## src/rtl/hcur_pkg.sv

```systemverilog
package hcur_pkg;
  localparam int RGB_W   = 24;
  localparam int BYTE_W  = 8;
  localparam int BIT_W   = 3;

  // Pixel state held between address issue and pattern return
  typedef struct packed {
    logic             valid;
    logic             hit;
    logic [BIT_W-1:0] bit_sel;
    logic [RGB_W-1:0] rgb;
  } hc_stage_t;
endpackage

```

## src/rtl/hcur_span.sv

```systemverilog
// Span test and pattern address generation for one pixel column.
module hcur_span #(
  parameter int COL_W     = 12,
  parameter int XOFF_W    = 6,
  parameter int ADDR_W    = 9,
  parameter int PLANE_GAP = 128,
  parameter int NARROW    = 32,
  parameter int WIDE      = 64
) (
  input  logic              cur_en,
  input  logic              cur_large,
  input  logic [COL_W-1:0]  cur_x,
  input  logic [XOFF_W-1:0] cur_xoff,
  input  logic [ADDR_W-1:0] line_base,
  input  logic [COL_W-1:0]  in_col,
  output logic              hit,
  output logic [2:0]        bit_sel,
  output logic [ADDR_W-1:0] addr_a,
  output logic [ADDR_W-1:0] addr_b
);
  localparam int P_W = COL_W + 1;
  localparam int G_W = P_W - 3;

  logic [P_W-1:0] rel;
  logic [P_W-1:0] pidx;
  logic [P_W-1:0] span;
  logic [G_W-1:0] group;

  always_comb begin
    rel     = {1'b0, in_col} - {1'b0, cur_x};
    pidx    = rel + P_W'(cur_xoff);
    span    = cur_large ? P_W'(WIDE) : P_W'(NARROW);
    hit     = cur_en && (in_col >= cur_x) && (pidx < span);
    group   = pidx[P_W-1:3];
    bit_sel = pidx[2:0];
    addr_a  = line_base + ADDR_W'(group);
    addr_b  = addr_a + ADDR_W'(PLANE_GAP);
  end
endmodule

```

## src/rtl/hcur_mix.sv

```systemverilog
// Applies the two pattern planes to one pixel and registers the result.
module hcur_mix
  import hcur_pkg::*;
(
  input  logic              clk,
  input  logic              rst,
  input  hc_stage_t         st,
  input  logic [BYTE_W-1:0] q_a,
  input  logic [BYTE_W-1:0] q_b,
  output logic              out_valid,
  output logic [RGB_W-1:0]  out_rgb
);
  logic [BIT_W-1:0] sh;
  logic             m_bit;
  logic             x_bit;
  logic [RGB_W-1:0] cleared;
  logic [RGB_W-1:0] mixed;

  always_comb begin
    sh      = BIT_W'(BYTE_W - 1) - st.bit_sel;   // MSB first
    m_bit   = st.hit && q_a[sh];
    x_bit   = st.hit && q_b[sh];
    cleared = x_bit ? '0 : st.rgb;
    mixed   = m_bit ? ~cleared : cleared;
  end

  always_ff @(posedge clk) begin
    if (rst) begin
      out_valid <= 1'b0;
      out_rgb   <= '0;
    end else begin
      out_valid <= st.valid;
      out_rgb   <= mixed;
    end
  end
endmodule

```

## src/rtl/hcur_overlay.sv

```systemverilog
module hcur_overlay
  import hcur_pkg::*;
#(
  parameter int COL_W     = 12,
  parameter int XOFF_W    = 6,
  parameter int ADDR_W    = 9,
  parameter int PLANE_GAP = 128
) (
  input  logic              clk,
  input  logic              rst,
  input  logic              cur_en,
  input  logic              cur_large,
  input  logic [COL_W-1:0]  cur_x,
  input  logic [XOFF_W-1:0] cur_xoff,
  input  logic [ADDR_W-1:0] line_base,
  input  logic              in_valid,
  input  logic [COL_W-1:0]  in_col,
  input  logic [23:0]       in_rgb,
  output logic [ADDR_W-1:0] pat_addr_a,
  output logic [ADDR_W-1:0] pat_addr_b,
  input  logic [7:0]        pat_q_a,
  input  logic [7:0]        pat_q_b,
  output logic              out_valid,
  output logic [23:0]       out_rgb
);
  logic             hit_c;
  logic [2:0]       bit_c;
  hc_stage_t        st_q;

  hcur_span #(
    .COL_W(COL_W), .XOFF_W(XOFF_W), .ADDR_W(ADDR_W), .PLANE_GAP(PLANE_GAP)
  ) u_span (
    .cur_en(cur_en), .cur_large(cur_large), .cur_x(cur_x), .cur_xoff(cur_xoff),
    .line_base(line_base), .in_col(in_col), .hit(hit_c), .bit_sel(bit_c),
    .addr_a(pat_addr_a), .addr_b(pat_addr_b)
  );

  // Pixel waits here while the pattern memory returns its bytes
  always_ff @(posedge clk) begin
    if (rst) begin
      st_q <= '0;
    end else begin
      st_q.valid   <= in_valid;
      st_q.hit     <= in_valid && hit_c;
      st_q.bit_sel <= bit_c;
      st_q.rgb     <= in_rgb;
    end
  end

  hcur_mix u_mix (
    .clk(clk), .rst(rst), .st(st_q), .q_a(pat_q_a), .q_b(pat_q_b),
    .out_valid(out_valid), .out_rgb(out_rgb)
  );
endmodule

```

## config.mk

```make
export PLATFORM = sky130hd
export DESIGN_NAME = hcur_overlay
export DESIGN_NICKNAME = d
export VERILOG_FILES = /design/src/rtl/hcur_pkg.sv /design/src/rtl/hcur_span.sv /design/src/rtl/hcur_mix.sv /design/src/rtl/hcur_overlay.sv
export SDC_FILE = /design/constraint.sdc
export NUM_CORES = 1
export LEC_CHECK = 0
export BUFFER_PORTS_ARGS = -buffer_cell sky130_fd_sc_hd__buf_2
export CAP_MARGIN = 40
export CORE_UTILIZATION = 30
export DETAILED_ROUTE_END_ITERATION = 12
export PLACE_DENSITY_LB_ADDON = 0.05
export SYNTH_ARGS = -nofsm -noshare
export SYNTH_HDL_FRONTEND = slang
export SYNTH_SLANG_ARGS = --single-unit
```

## constraint.sdc

```tcl
create_clock -name clk -period 5.06 [get_ports clk]
set_input_delay 0.759 -clock clk [delete_from_list [all_inputs] [get_ports clk]]
set_output_delay 0.759 -clock clk [all_outputs]
set_load 0.01 [all_outputs]
```

==> impl_metrics.tcl <==
set metrics [dict create \
    status "finished clean" \
    max_slew_margin 0.5017 \
    grt_start_max_net_pins 54 \
    synthCells 370 \
    startpoint_type "input pin" \
    grt_pass1_wl_um 11560 \
    hpwl_um 5781 \
    cp_slowest_cell "fa_1" \
    totalWireLength_um 7239 \
    hold_class "reg -> reg" \
    critical_path_class "in -> out" \
    syn_to_final_growth_pct 29.40 \
    synth_area_um2 3341 \
    drtPass1Iterations 4 \
    hold_viol 0 \
    die_h_um 107.5 \
    htreeDepth 2 \
    final_cell_mix "buf_2 (125), dfxtp_1 (54), inv_1 (47)" \
    insertion_delay_ns 0.31 \
    start_util 0.3082 \
    setup_viol 0 \
    ys_warn_count 0 \
    cpPeakStageDelay_ns 0.58 \
    layout_min_cycle_time_ns 4.912 \
    max_cap_violations 0 \
    cp_top_family "adder cells" \
    tns_ns 0 \
    clockBufferDepth 2 \
    drcViolationCount 0 \
    max-vdd-ir-drop_mv 0.1288 \
    fin_util 0.3988 \
    num_vias 2727 \
    critPathRequiredTime_ns 4.30 \
    cts_sinks 54 \
    drive_gt1_frac 0.3482 \
    io_pins 127 \
    ys_async_sr_fraction 0 \
    synth.distinct_cells 45 \
    pwr-share-clk 0.197 \
    final_common_cell "buf_2" \
    power_leakage_nw 2.174 \
    grt.overflow.total 0 \
    swShare 0.3564 \
    track_usage 0.1282 \
    avgSynthCellArea_um2 9.029 \
    clock.fmax_mhz 203.6 \
    dieArea_um2 11560 \
    fillers 1156 \
    grt_pass1_vias 2540 \
    yosysTopAreaCell "dfxtp_1" \
    detail-route-antenna-nets 0 \
    fin_crit_sh 0.9707 \
    routedWlPerCell_um 11.42 \
    path_cells "buf_8, inv_4, fa_1, inv_1, ha_1, a21o_1, nand4_1, a31oi_2, a21o_1, a21oi_2, xor2_2, ha_1, o21a_1, nor2_2, a21oi_2, xnor2_1, xnor2_1, xnor2_1, buf_2" \
    crit_arrival_ns 4.15 \
    grt_antenna_before_repair 0 \
    cts_buffers 5 \
    diodes 0 \
    clkSlewWorstSetupHoldPaths_ns 0.09 \
    power_switching_mw 0.5260 \
    powerDensity_nw_per_um2 341.4 \
    ys_seq_area_frac 0.3236 \
    tightest_slew_ns 0.7449 \
    core_um2 10840 \
    synthTopCellsByArea "dfxtp_1 (32%), ha_1 (13%), xnor2_1 (9.7%)" \
    vias_per_cell 4.301 \
    cts_tree "built" \
    synth_edf_count 0 \
    synth_top_area_share 0.3236 \
    maxSlewViolCount 0 \
    cts-root-buf "clkbuf_8" \
    rows 38 \
    synth-seq-cells 54 \
    pwr-share-comb 0.495 \
    worstPathMaxFanout 4 \
    finalNetCount 624 \
    gp_congestion 0.7724 \
    synth-main-ff-cell "dfxtp_1" \
    seqPwrFrac 0.308 \
    drt_iter0_markers 81 \
    p_int_mw 0.9500 \
    end_kind "primary output" \
    port_buffers 126 \
    syn_nets 500 \
    crit_top_cell "xnor2_1" \
    die_w_um 107.5 \
    finClkSkew_ns 0.003202 \
    path_buf_inv 4 \
]
-- cells in the mapped netlist (2+ instances only) --
cell type / instances
nor2b_1: 31
a21o_1: 5
o2111ai_1: 2
inv_1: 49
o21ai_0: 5
xnor2_1: 37
buf_2: 2
nand4_1: 2
dfxtp_1: 54
buf_4: 7
xor2_1: 4
and4_1: 2
fa_1: 10
mux4_2: 4
nand3_1: 2
buf_6: 2
o21a_1: 2
nor3_1: 3
ha_1: 36
nand2_1: 31
a31oi_1: 3
clkbuf_1: 6
nor2_1: 39
a21oi_1: 10
mux2_2: 2
-- flip-flops by register name, summed over array words and instances, names as in the netlist --
name and count:
u_mix.out_rgb 24, st_q 29, u_mix.out_valid 1
-- path summary, 6_finish.rpt --
path | from | end | slack [ns] | cells after the start
worst max-delay path | in_col[1] | pat_addr_b[8] | 0.15 | 19
worst min-delay path | st_q[28]$_SDFF_PP0_ | u_mix.out_valid$_SDFF_PP0_ | 0.44 | 1
worst max register to register | st_q[24]$_SDFF_PP0_ | u_mix.out_rgb[6]$_SDFF_PP0_ | 2.86 | 5
worst min register to register | st_q[28]$_SDFF_PP0_ | u_mix.out_valid$_SDFF_PP0_ | 0.44 | 1
-- repair_timing --
action	in CTS	in global routing
gates resized for setup	0	23
setup endpoints to repair	0	2
setup buffers	0	6
hold buffers	0	0
-- kinds of logic after synthesis --
family,count (synthesis),share of synthesized area
flops,54,0.3236
fa+ha+maj,46,0.1948
buf+inv,66,0.08727
xor+xnor,41,0.1075
compound gates,39,0.07978
mux,6,0.03371
simple gates,118,0.1734
-- final cells by class --
cell class                      count  area, µm²  share of cell area
Inverter                           49      186.4             0.04313
Multi-Input combinational cell    250       2047              0.4735
Timing Repair Buffer              134      720.7              0.1667
Tap cell                          140      175.2             0.04052
Clock inverter                      1      30.03            0.006946
Sequential cell                    54       1081              0.2501
Clock buffer                        6      82.58             0.01910
-- routing by layer --
layer / wire length [µm] / GRT usage / share of wire / vias up
met5: 0 / 0 / 0 / -
met4: 112 / 0.04990 / 0.015 / 0
met3: 344 / 0.02361 / 0.048 / 8
met2: 3561 / 0.2225 / 0.49 / 73
met1: 3221 / 0.1557 / 0.44 / 1224
li1: - / - / - / 1422
-- power by group through the flow --
| stage | Sequential (mW) | Combinational [mW] | Clock, mW |
|---|---|---|---|
| after CTS | 0.455 | 0.684 | 0.307 |
| after global routing | 0.458 | 0.814 | 0.322 |
| after detailed placement | 0.465 | 0.681 | 0 |
| final | 0.455 | 0.730 | 0.291 |
| after global placement | 0.465 | 0.678 | 0 |
| after floorplan | 0.469 | 0.496 | 0 |
-- per-stage QoR --
step	hold WS, ns	area [µm²]	power, mW	setup slack [ns]	cells
finish	0.4431	4323	1.476	0.1485	634
global route	0.4584	4323	1.594	-0.04703	634
CTS	0.4509	4187	1.447	0.008769	628
detailed placement	0.4272	4074	1.147	0.008642	621
global placement	0.4311	4046	1.143	0.09284	620
floorplan	0.4138	3341	0.9652	0.3766	370
Note: power is estimated with default switching activity, not from simulation.
